$ cat src/rtl/bfm_pkg.sv
package bfm_pkg;

    typedef enum logic [1:0] {
        SUP_SOFTSTART,
        SUP_GOOD,
        SUP_OUTSIDE,
        SUP_SHUTDOWN
    } sup_state_t;

    typedef enum logic [1:0] {
        OVS_IDLE,
        OVS_SINK,
        OVS_RELEASED
    } ov_state_t;

    typedef enum logic {
        OCS_WATCH,
        OCS_TRIPPED
    } oc_state_t;

endpackage

$ cat src/rtl/bfm_oc_detect.sv
module bfm_oc_detect
    import bfm_pkg::*;
#(
    parameter int CODE_W = 10,
    parameter int OC_RUN = 4
) (
    input  logic              clk,
    input  logic              rst_n,
    input  logic              strobe,
    input  logic [CODE_W-1:0] sample,
    input  logic [CODE_W-1:0] thr,
    output logic              trip,
    output logic              latched
);
    localparam int CNT_W = $clog2(OC_RUN + 1);
    localparam logic [CNT_W-1:0] RUN_LAST = CNT_W'(OC_RUN - 1);

    oc_state_t        state_q, state_n;
    logic [CNT_W-1:0] run_q, run_n;
    logic [CODE_W:0]  thr_high;
    logic             above_lvl1, above_lvl2;

    // second level = 1.5 x threshold, one bit wider so it never wraps
    assign thr_high   = {1'b0, thr} + {2'b00, thr[CODE_W-1:1]};
    assign above_lvl1 = sample > thr;
    assign above_lvl2 = {1'b0, sample} > thr_high;

    always_ff @(posedge clk or negedge rst_n) begin
        if (!rst_n) begin
            state_q <= OCS_WATCH;
            run_q   <= '0;
        end else begin
            state_q <= state_n;
            run_q   <= run_n;
        end
    end

    always_comb begin
        state_n = state_q;
        run_n   = run_q;
        trip    = 1'b0;
        unique case (state_q)
            OCS_WATCH: begin
                if (strobe) begin
                    if (above_lvl2 || (above_lvl1 && run_q == RUN_LAST)) begin
                        trip    = 1'b1;
                        state_n = OCS_TRIPPED;
                        run_n   = '0;
                    end else if (above_lvl1) begin
                        run_n = run_q + 1'b1;
                    end else begin
                        run_n = '0;
                    end
                end
            end
            OCS_TRIPPED: begin
                run_n = '0;
            end
            default: begin
                state_n = OCS_TRIPPED;
            end
        endcase
    end

    always_comb begin
        latched = (state_q == OCS_TRIPPED);
    end

endmodule

$ cat src/rtl/bfm_ov_clamp.sv
module bfm_ov_clamp
    import bfm_pkg::*;
#(
    parameter int CODE_W = 10,
    parameter int OV_MV  = 1000,
    parameter int REL_MV = 400
) (
    input  logic              clk,
    input  logic              rst_n,
    input  logic [CODE_W-1:0] vout,
    output logic              ls_on,
    output logic              latched
);
    localparam logic [CODE_W-1:0] OV_C  = CODE_W'(OV_MV);
    localparam logic [CODE_W-1:0] REL_C = CODE_W'(REL_MV);

    ov_state_t state_q, state_n;

    always_ff @(posedge clk or negedge rst_n) begin
        if (!rst_n) state_q <= OVS_IDLE;
        else        state_q <= state_n;
    end

    always_comb begin
        state_n = state_q;
        unique case (state_q)
            OVS_IDLE:     if (vout > OV_C)  state_n = OVS_SINK;
            OVS_SINK:     if (vout < REL_C) state_n = OVS_RELEASED;
            OVS_RELEASED: if (vout > REL_C) state_n = OVS_SINK;
            default:      state_n = OVS_SINK;
        endcase
    end

    always_comb begin
        ls_on   = (state_q == OVS_SINK);
        latched = (state_q != OVS_IDLE);
    end

endmodule

$ cat src/rtl/bfm_supervisor.sv
module bfm_supervisor
    import bfm_pkg::*;
#(
    parameter int CODE_W   = 10,
    parameter int UV_MV    = 600,
    parameter int PG_LO_MV = 710,
    parameter int PG_HI_MV = 890
) (
    input  logic              clk,
    input  logic              rst_n,
    input  logic              oc_trip,
    input  logic              ss_done,
    input  logic              ov_latched,
    input  logic [CODE_W-1:0] vout,
    output logic              uv_latched,
    output logic              shut,
    output logic              pgood
);
    localparam logic [CODE_W-1:0] UV_C    = CODE_W'(UV_MV);
    localparam logic [CODE_W-1:0] PG_LO_C = CODE_W'(PG_LO_MV);
    localparam logic [CODE_W-1:0] PG_HI_C = CODE_W'(PG_HI_MV);

    sup_state_t state_q, state_n;
    logic       uv_q;
    logic       uv_trip, in_win, shut_req;

    assign uv_trip  = ss_done && (vout < UV_C);
    assign in_win   = (vout >= PG_LO_C) && (vout <= PG_HI_C);
    assign shut_req = oc_trip || uv_trip;

    always_ff @(posedge clk or negedge rst_n) begin
        if (!rst_n) begin
            state_q <= SUP_SOFTSTART;
            uv_q    <= 1'b0;
        end else begin
            state_q <= state_n;
            uv_q    <= uv_q | uv_trip;
        end
    end

    always_comb begin
        state_n = state_q;
        unique case (state_q)
            SUP_SOFTSTART: begin
                if (shut_req)     state_n = SUP_SHUTDOWN;
                else if (ss_done) state_n = in_win ? SUP_GOOD : SUP_OUTSIDE;
            end
            SUP_GOOD: begin
                if (shut_req)     state_n = SUP_SHUTDOWN;
                else if (!in_win) state_n = SUP_OUTSIDE;
            end
            SUP_OUTSIDE: begin
                if (shut_req)     state_n = SUP_SHUTDOWN;
                else if (in_win)  state_n = SUP_GOOD;
            end
            SUP_SHUTDOWN: begin
                state_n = SUP_SHUTDOWN;
            end
            default: state_n = SUP_SHUTDOWN;
        endcase
    end

    always_comb begin
        uv_latched = uv_q;
        shut       = (state_q == SUP_SHUTDOWN);
        pgood      = (state_q == SUP_GOOD) && !ov_latched;
    end

endmodule

$ cat src/rtl/buck_fault_mgr.sv
module buck_fault_mgr #(
    parameter int CODE_W    = 10,
    parameter int OC_RUN    = 4,
    parameter int UV_MV     = 600,
    parameter int OV_MV     = 1000,
    parameter int OV_REL_MV = 400,
    parameter int PG_LO_MV  = 710,
    parameter int PG_HI_MV  = 890
) (
    input  logic              clk,
    input  logic              rst_n,
    input  logic              cyc_strobe,
    input  logic [CODE_W-1:0] ls_sample,
    input  logic [CODE_W-1:0] oc_thresh,
    input  logic [CODE_W-1:0] vout_sense,
    input  logic              ss_done,
    output logic              force_all_off,
    output logic              force_ls_on,
    output logic              fault_oc,
    output logic              fault_uv,
    output logic              fault_ov,
    output logic              pgood
);
    logic oc_trip, oc_latched;
    logic ov_ls_on, ov_latched;
    logic sup_shut, sup_uv, sup_pgood;

    bfm_oc_detect #(.CODE_W(CODE_W), .OC_RUN(OC_RUN)) u_oc (
        .clk     (clk),
        .rst_n   (rst_n),
        .strobe  (cyc_strobe),
        .sample  (ls_sample),
        .thr     (oc_thresh),
        .trip    (oc_trip),
        .latched (oc_latched)
    );

    bfm_ov_clamp #(.CODE_W(CODE_W), .OV_MV(OV_MV), .REL_MV(OV_REL_MV)) u_ov (
        .clk     (clk),
        .rst_n   (rst_n),
        .vout    (vout_sense),
        .ls_on   (ov_ls_on),
        .latched (ov_latched)
    );

    bfm_supervisor #(
        .CODE_W(CODE_W), .UV_MV(UV_MV), .PG_LO_MV(PG_LO_MV), .PG_HI_MV(PG_HI_MV)
    ) u_sup (
        .clk        (clk),
        .rst_n      (rst_n),
        .oc_trip    (oc_trip),
        .ss_done    (ss_done),
        .ov_latched (ov_latched),
        .vout       (vout_sense),
        .uv_latched (sup_uv),
        .shut       (sup_shut),
        .pgood      (sup_pgood)
    );

    // discharge path from the over-voltage clamp wins over shutdown
    always_comb begin
        force_ls_on   = ov_ls_on;
        force_all_off = (sup_shut || ov_latched) && !ov_ls_on;
        fault_oc      = oc_latched;
        fault_uv      = sup_uv;
        fault_ov      = ov_latched;
        pgood         = sup_pgood;
    end

endmodule

$ cat config.mk
export PLATFORM = sky130hd
export DESIGN_NAME = buck_fault_mgr
export DESIGN_NICKNAME = d
export VERILOG_FILES = /design/src/rtl/bfm_pkg.sv /design/src/rtl/bfm_oc_detect.sv /design/src/rtl/bfm_ov_clamp.sv /design/src/rtl/bfm_supervisor.sv /design/src/rtl/buck_fault_mgr.sv
export SDC_FILE = /design/constraint.sdc
export NUM_CORES = 1
export LEC_CHECK = 0
export ABC_CLOCK_PERIOD_IN_PS = 2220
export BUFFER_PORTS_ARGS = -buffer_cell sky130_fd_sc_hd__buf_2
export CAP_MARGIN = 10
export CORE_MARGIN = 8
export CORE_UTILIZATION = 36
export CTS_BUF_LIST = sky130_fd_sc_hd__clkbuf_2 sky130_fd_sc_hd__clkbuf_4 sky130_fd_sc_hd__clkbuf_8
export CTS_CLUSTER_DIAMETER = 40
export DETAILED_ROUTE_END_ITERATION = 6
export PLACE_DENSITY_LB_ADDON = 0.25
export REMOVE_ABC_BUFFERS = 1
export SKIP_LAST_GASP = 1
export SLEW_MARGIN = 5
export SYNTH_ARGS = -nofsm -noshare
export SYNTH_HDL_FRONTEND = slang
export SYNTH_SLANG_ARGS = --single-unit
$ cat constraint.sdc
create_clock -name clk -period 2.22 [get_ports clk]
set_input_delay 0.444 -clock clk [delete_from_list [all_inputs] [get_ports clk]]
set_output_delay 0.444 -clock clk [all_outputs]
set_load 0.02 [all_outputs]
Word level (Yosys, flattened, before mapping)

Index checks and enable logic that the tools add are counted.

Input bits: 34
Output and inout bits: 6
Flip-flop bits (word level): 9
Memory bits (writable): 0
Logic and storage cells: 65
Bits in latches: 0
Memories kept: 0
ROM bits: 0

Mux-type cells: 20
Shifts and indexed selects: 0
Add/subtract/negate cells: 2
Order comparisons: 8
Bitwise logic cells: 2
Multipliers: 0
Div/mod/pow operators: 0
Eq/ne operators: 13
Reductions and logical operators: 15

Operators with widths:

| cell                 | number |
|---|---|
| $mux 2               | 10 |
| $add 10x9->11        | 1 |
| $gt 10x11->1         | 1 |
| $ge 10x10->1 const B | 1 |
| $gt 10x10->1         | 1 |
| $gt 10x10->1 const B | 1 |
| $gt 10x9->1 const B  | 1 |
| $le 10x10->1 const B | 1 |
| $lt 10x10->1 const B | 1 |
| $lt 10x9->1 const B  | 1 |
| $mux 3               | 3 |
| $pmux 2 s4           | 1 |
| $eq 2x2->1 const B   | 3 |
| $ne 2x1->1 const B   | 3 |
| $pmux 2 s3           | 1 |
| $pmux 3 s2           | 1 |
| $reduce_and 3->1     | 2 |
| $logic_and 1x1->1    | 5 |
| $eq 2x1->1 const B   | 2 |
| $logic_not 2->1      | 2 |
| $mux 1               | 4 |
| $add 3x1->3 const B  | 1 |
| $eq 3x2->1 const B   | 1 |
| $logic_or 1x1->1     | 3 |
| other kinds (8)      | 9 |

Depth between registers and ports, before layout

Depth after elaboration: 9
Gate-level depth with buffers: 14
Depth with buffers taken out: 14

Cells and area by module

A second synthesis with hierarchy kept.

Cells, all modules: 174
Area total of the unflattened synthesis: 1521.5 µm²

Modules (own cells, without submodules):

| module         | area each (µm²) | times used | cells an instance | seq. area each (µm²) |
|---|---|---|---|---|
| bfm_oc_detect  | 1148.6          | 1          | 133               | 100.1 |
| bfm_supervisor | 216.5           | 1          | 22                | 75.1 |
| bfm_ov_clamp   | 146.4           | 1          | 18                | 50.0 |
| buck_fault_mgr | 10.0            | 1          | 1                 | 0.0 |

Worst setup path after synthesis

OpenSTA, ideal clock, no wires.

Kind: input port to flip-flop
Start: input port oc_thresh[0]
End: register u_oc.run_q[0]
Setup time: 0.127 ns
Path buffers: 0
Data required time: 2.093 ns
Arrival time: 2.862 ns
Cell stages on the path: 14
Setup slack: -0.770 ns
Path through: ha_1 -> fa_1 -> a21o_1 -> nand4_1 -> nand3_1 -> o21ai_0 -> xnor2_1 -> ha_1 -> nand3_1 -> nor3_1 -> a211o_1 -> a31oi_1 -> a21oi_2 -> mux2_1

Longest elaborated chain between the ends: 6
Elaborated cells on any way between the ends: 9
Those cells by class: add/sub: 1; order compare: 2; mux: 4; reduce/logical: 2

Ends and longest elaborated chain:

| what                                              | RTL line                                 | RTL |
|---|---|---|
| start: declaration                                | buck_fault_mgr.sv:14                     | `input logic [CODE_W-1:0] oc_thresh,` |
| $add 10x9->11 or $gt 10x10->1 (tied branches)     | bfm_oc_detect.sv:24, bfm_oc_detect.sv:25 |  |
| $gt 10x11->1 or $logic_and 1x1->1 (tied branches) | bfm_oc_detect.sv:26, bfm_oc_detect.sv:45 |  |
| $logic_or 1x1->1                                  | bfm_oc_detect.sv:45                      | `if (above_lvl2 \|\| (above_lvl1 && run_q == RUN_LAST)) begin` |
| $mux 3 *                                          | bfm_oc_detect.sv:45                      |  |
| $mux 3 *                                          | bfm_oc_detect.sv:44                      | `if (strobe) begin` |
| $pmux 3 s2 *                                      | bfm_oc_detect.sv:42                      | `unique case (state_q)` |
| end signal: assignment                            | bfm_oc_detect.sv:34                      | `run_q <= run_n;` |
| end: declaration                                  | bfm_oc_detect.sv:19                      | `logic [CNT_W-1:0] run_q, run_n;` |

Every way passes the cells marked *; elsewhere a longest branch is shown, timed or not. The select of a mux whose other input is x is not followed.
A chain may end at the register's enable or synchronous reset.

Final worst setup path

Start: input port oc_thresh[1]
End: register u_oc.run_q[0]

The elaborated chain is that of the path after synthesis.

==> metrics.txt <==
# TYPE chip_impl_metric gauge
chip_impl_info{name="status",value="finished with violations"} 1
chip_impl_metric{name="worst-slew-pin-transition",unit="ns"} 0.379
chip_impl_metric{name="power.combinational.fraction",unit="%"} 60.9
chip_impl_metric{name="timing.critical_path.slowest_cell_delay",unit="ns"} 0.34
chip_impl_metric{name="achievable_clock_frequency",unit="GHz"} 0.339
chip_impl_metric{name="fin_util",unit="%"} 54.6
chip_impl_metric{name="dr.pass1.iters",unit=""} 4
chip_impl_metric{name="dieHeight",unit="um"} 78.9
chip_impl_info{name="hold_path.class",value="primary input to asynchronous set/reset pin"} 1
chip_impl_metric{name="start_util",unit="%"} 36.3
chip_impl_metric{name="diodes",unit=""} 0
chip_impl_info{name="crit_path_top_delay_cell",value="sky130_fd_sc_hd__fa_2"} 1
chip_impl_metric{name="finish.cell_count_without_fillers",unit=""} 302
chip_impl_metric{name="synth_area_per_cell",unit="um^2"} 8.22
chip_impl_metric{name="rows",unit=""} 23
chip_impl_metric{name="final_cell_area",unit="um^2"} 2140
chip_impl_metric{name="max-clock-path-buffers",unit=""} 2
chip_impl_metric{name="layout-drive-gt1-share",unit="%"} 40.1
chip_impl_info{name="cell_breakdown_of_the_critical_path",value="buf_12, ha_4, fa_2, a21o_1, nand4_1, nand2_1, nor2_2, xor2_1, ha_1, nand4_1, nor3_2, a211o_1, a31oi_4, a21oi_2, mux2_4"} 1
chip_impl_metric{name="worst_setup_hold_path_clk_slew",unit="ns"} 0.04
chip_impl_metric{name="core_region_area",unit="um^2"} 3910
chip_impl_metric{name="pwr_density_cell",unit="nW/um^2"} 508
chip_impl_metric{name="peakVddDrop",unit="uV"} 212
chip_impl_metric{name="met2_routed_wl",unit="um"} 1780
chip_impl_metric{name="antenna_found_initial",unit=""} 0
chip_impl_metric{name="final_count_of_pins_violating_max_slew",unit=""} 0
chip_impl_metric{name="final-hold-violation-count",unit=""} 0
chip_impl_info{name="path_common_cell",value="sky130_fd_sc_hd__nand4_1"} 1
chip_impl_metric{name="netSwitchingPower",unit="uW"} 431
chip_impl_metric{name="yosys.area_share.xor_xnor",unit="%"} 4.93
chip_impl_metric{name="cts_made_buffers",unit=""} 3
chip_impl_metric{name="die_w",unit="um"} 78.9
chip_impl_metric{name="intPower",unit="uW"} 655
chip_impl_metric{name="min_period_over_period",unit="%"} 133
chip_impl_metric{name="layout-area-overhead-vs-synth",unit="%"} 50.2
chip_impl_metric{name="reg2regPathDepth",unit=""} 5
chip_impl_metric{name="grt_use_total",unit="%"} 11.9
chip_impl_metric{name="report.final.setup_viol",unit=""} 6
chip_impl_metric{name="yosysWarningCount",unit=""} 0
chip_impl_metric{name="crit_buf_inv",unit=""} 1
chip_impl_metric{name="wire_per_inst",unit="um"} 12.3
chip_impl_metric{name="reg2reg_slack",unit="ns"} 0.51
chip_impl_metric{name="drt_wl_total",unit="um"} 3730
chip_impl_metric{name="timing.max_cap.violations",unit=""} 0
chip_impl_metric{name="synth_compound_gate_area_share",unit="%"} 22.9
chip_impl_info{name="crit_type",value="primary input to register"} 1
chip_impl_metric{name="synth-seq-area-share",unit="%"} 15.8
chip_impl_metric{name="total_leakage_power",unit="uW"} 0.00107
chip_impl_metric{name="netlist_instances",unit=""} 173
chip_impl_metric{name="switching_share",unit="%"} 39.7
chip_impl_metric{name="m1WireLength",unit="um"} 1720
chip_impl_metric{name="cp_depth",unit=""} 15
chip_impl_metric{name="critPathArrivalTime",unit="ns"} 3.06
chip_impl_metric{name="drt.antenna.violating_nets",unit=""} 0
chip_impl_metric{name="cts.sinks",unit=""} 9
chip_impl_info{name="path_delay_family",value="compound AO/OA/AOI/OAI gates"} 1
chip_impl_metric{name="post_synth_instance_area",unit="um^2"} 1420
chip_impl_metric{name="power_frac_seq",unit="%"} 20.9
chip_impl_metric{name="remaining_drc_errors",unit=""} 0
chip_impl_metric{name="synthAdderAreaFrac",unit="%"} 30.4
chip_impl_metric{name="number_of_library_cell_types_mapped_by_synthesis",unit=""} 37
chip_impl_metric{name="power_frac_clock",unit="%"} 18.2
chip_impl_metric{name="io_buffer_count",unit=""} 39
chip_impl_info{name="dominant_combinational_cell_family_by_area_after_synthesis",value="adder cells"} 1
chip_impl_metric{name="final_net_count",unit=""} 321
chip_impl_metric{name="routed-wl-met3",unit="um"} 202
chip_impl_metric{name="overflow",unit=""} 0
chip_impl_info{name="top_layer",value="met4"} 1
chip_impl_metric{name="worst_clock_skew_on_the_final_layout",unit="ns"} 0.00295
chip_impl_metric{name="pre_cts_setup_slack",unit="ns"} -1.15
chip_impl_info{name="violations",value="negative setup slack"} 1
chip_impl_info{name="clock_root_buffer",value="sky130_fd_sc_hd__clkbuf_8"} 1
chip_impl_metric{name="worst_ep_required_time",unit="ns"} 2.33
chip_impl_metric{name="design.portCount",unit=""} 40
chip_impl_metric{name="die_area",unit="um^2"} 6220
chip_impl_metric{name="placed_cells_incl_taps",unit=""} 293
chip_impl_metric{name="via_per_inst",unit=""} 4.92
chip_impl_metric{name="timing.max_slew.rel_slack",unit="%"} 74.1
chip_impl_metric{name="clock_tree.htree_level_count",unit=""} 1
chip_impl_metric{name="fin_ws",unit="ns"} -0.729
chip_impl_metric{name="finalWeightedCongestion",unit=""} 0.821
chip_impl_metric{name="grt_first_pass_wirelength",unit="um"} 6310
chip_impl_metric{name="hold_ws",unit="ns"} 0.0523
chip_impl_metric{name="routed-via-count",unit=""} 1487
chip_impl_metric{name="hpwlAfterDp",unit="um"} 3150
chip_impl_metric{name="insertion_delay",unit="ns"} 0.23
chip_impl_metric{name="synth-simple-area-share",unit="%"} 20.9
chip_impl_metric{name="vias_in_the_first_global_route",unit=""} 1531
chip_impl_metric{name="portion_of_netlist_area_occupied_by_mux_cells",unit="%"} 0.792
chip_impl_info{name="yosys_most_used_dff",value="sky130_fd_sc_hd__dfrtp_1"} 1
chip_impl_metric{name="dpl_cell_area",unit="um^2"} 1910
chip_impl_metric{name="worstPathMaxFanout",unit=""} 3
chip_impl_info{name="cts_tree",value="done"} 1
chip_impl_metric{name="initialDrtViolationCount",unit=""} 38
chip_impl_info{name="grt_setup_unrepaired",value="true"} 1
chip_impl_metric{name="number_of_storage_elements_in_the_synthesis_netlist",unit=""} 9
chip_impl_info{name="worst_setup_path_start_kind",value="primary input"} 1
chip_impl_metric{name="pin_count_of_the_biggest_net_entering_global_routing",unit=""} 10
chip_impl_info{name="setup.worst_path.end_class",value="register"} 1
chip_impl_metric{name="period_needed",unit="ns"} 2.95
chip_impl_metric{name="postSynth.asyncResetShare",unit="%"} 100
chip_impl_metric{name="synth-edff-count",unit=""} 0
[metal layers]
metal  vias to the layer above  GRT usage (%)
li1                        796              -
met1                       658           13.9
met2                        31           21.8
met3                         2           2.60
met4                         0           2.22
met5                         -              0
[worst paths after layout]
path	from	to
min in group clk	vout_sense[9]	u_ov.state_q[1]
worst max register to register	u_oc.run_q[0]	u_oc.run_q[0]
max in group asynchronous	rst_n	u_oc.latched
worst max-delay path	oc_thresh[1]	u_oc.run_q[0]
worst min register to register	u_sup.uv_latched	u_sup.uv_latched
worst min-delay path	rst_n	u_sup.state_q[0]
[flip-flops by register name, indices dropped and copies added (netlist names)]
signal            count
u_oc.run_q            3
u_oc.latched          1
u_sup.state_q         2
u_ov.state_q          2
u_sup.uv_latched      1
[through the flow]
stage / total power (uW) / TNS, ns
floorplan: 571 / -4.21
global placement: 782 / -6.13
detailed placement: 791 / -6.31
CTS: 1050 / -4.06
global route: 1190 / -4.69
finish: 1090 / -3.95
[synthesized netlist by cell type (2+ instances only)]
cell                       number  area [um^2]
sky130_fd_sc_hd__nand2b_1       2         12.5
sky130_fd_sc_hd__dfrtp_1        9          225
sky130_fd_sc_hd__nand2_1       10         37.5
sky130_fd_sc_hd__nand3_1        4         20.0
sky130_fd_sc_hd__nand4_1        5         31.3
sky130_fd_sc_hd__o21bai_1       3         22.5
sky130_fd_sc_hd__xor2_1         4         35.0
sky130_fd_sc_hd__o211ai_1       3         22.5
sky130_fd_sc_hd__a21oi_1       13         65.1
sky130_fd_sc_hd__and2_1         2         12.5
sky130_fd_sc_hd__o31ai_1        2         15.0
sky130_fd_sc_hd__a211oi_1       2         15.0
sky130_fd_sc_hd__a211o_1        3         26.3
sky130_fd_sc_hd__nor2_1        13         48.8
sky130_fd_sc_hd__o21ai_0        6         30.0
sky130_fd_sc_hd__a21o_1         5         37.5
sky130_fd_sc_hd__nor2b_1        4         25.0
sky130_fd_sc_hd__o21ai_1        2         10.0
sky130_fd_sc_hd__xnor2_1        4         35.0
sky130_fd_sc_hd__a31oi_1        2         12.5
sky130_fd_sc_hd__o21a_1         2         15.0
sky130_fd_sc_hd__ha_1          33          413
sky130_fd_sc_hd__nor3_1         9         45.0
sky130_fd_sc_hd__inv_1         16         60.1
sky130_fd_sc_hd__nor3b_1        3         22.5
[cell families (layout without fill, tap and decap cells)]
family	after synthesis	in the layout
simple gates	57	57
compound gates	48	48
fa+ha+maj	34	34
buf+inv	16	95
flops	9	9
xor+xnor	8	8
mux	1	1
[layout make-up]
cell class	count	area (um^2)
sequential	9	225
tap	50	62.6
multi-input combinational	148	1240
timing repair buffer	75	500
clock buffer	4	48.8
inverter	16	60.1
fill	389	1780
[placed cells by master, fill, tap and decap left out, types with 2 or more instances in the layout]
| cell | Yosys | final |
|---|---|---|
| sky130_fd_sc_hd__o21ai_0 | 6 | 3 |
| sky130_fd_sc_hd__xor2_1 | 4 | 4 |
| sky130_fd_sc_hd__nor3b_1 | 3 | 3 |
| sky130_fd_sc_hd__o211ai_1 | 3 | 3 |
| sky130_fd_sc_hd__inv_1 | 16 | 16 |
| sky130_fd_sc_hd__buf_4 | 0 | 34 |
| sky130_fd_sc_hd__dfrtp_1 | 9 | 9 |
| sky130_fd_sc_hd__o21bai_1 | 3 | 3 |
| sky130_fd_sc_hd__o21a_1 | 2 | 2 |
| sky130_fd_sc_hd__nor2b_1 | 4 | 4 |
| sky130_fd_sc_hd__buf_6 | 0 | 4 |
| sky130_fd_sc_hd__o21ai_1 | 2 | 3 |
| sky130_fd_sc_hd__nand2b_1 | 2 | 2 |
| sky130_fd_sc_hd__nand3_1 | 4 | 3 |
| sky130_fd_sc_hd__a211o_1 | 3 | 3 |
| sky130_fd_sc_hd__nor2_1 | 13 | 12 |
| sky130_fd_sc_hd__xnor2_1 | 4 | 4 |
| sky130_fd_sc_hd__a21oi_2 | 1 | 4 |
| sky130_fd_sc_hd__a211oi_2 | 1 | 2 |
| sky130_fd_sc_hd__nand2_1 | 10 | 10 |
| sky130_fd_sc_hd__a21o_1 | 5 | 5 |
| sky130_fd_sc_hd__ha_4 | 0 | 3 |
| sky130_fd_sc_hd__buf_2 | 0 | 36 |
| sky130_fd_sc_hd__ha_1 | 33 | 30 |
| sky130_fd_sc_hd__nand4_1 | 5 | 5 |
| sky130_fd_sc_hd__clkbuf_8 | 0 | 3 |
| sky130_fd_sc_hd__a21oi_1 | 13 | 10 |
| sky130_fd_sc_hd__nor3_1 | 9 | 8 |
| sky130_fd_sc_hd__o21ai_2 | 0 | 2 |
[power groups by stage]
stage | Clock [uW] | Sequential [uW] | Combinational [uW]
5_1_grt | 217 | 233 | 741
3_5_place_dp | 0 | 226 | 565
2_1_floorplan | 0 | 230 | 341
3_3_place_gp | 0 | 224 | 558
6_report | 198 | 227 | 661
4_1_cts | 205 | 226 | 617
[repair_timing]
action / 4_1_cts / 5_1_grt
buffers inserted: 2 / 3
pin swaps: 17 / 20
endpoints found under the setup margin: 6 / 6
hold buffers: 0 / 0
resized for setup: 17 / 15
Power figures use the tool's default switching activity.
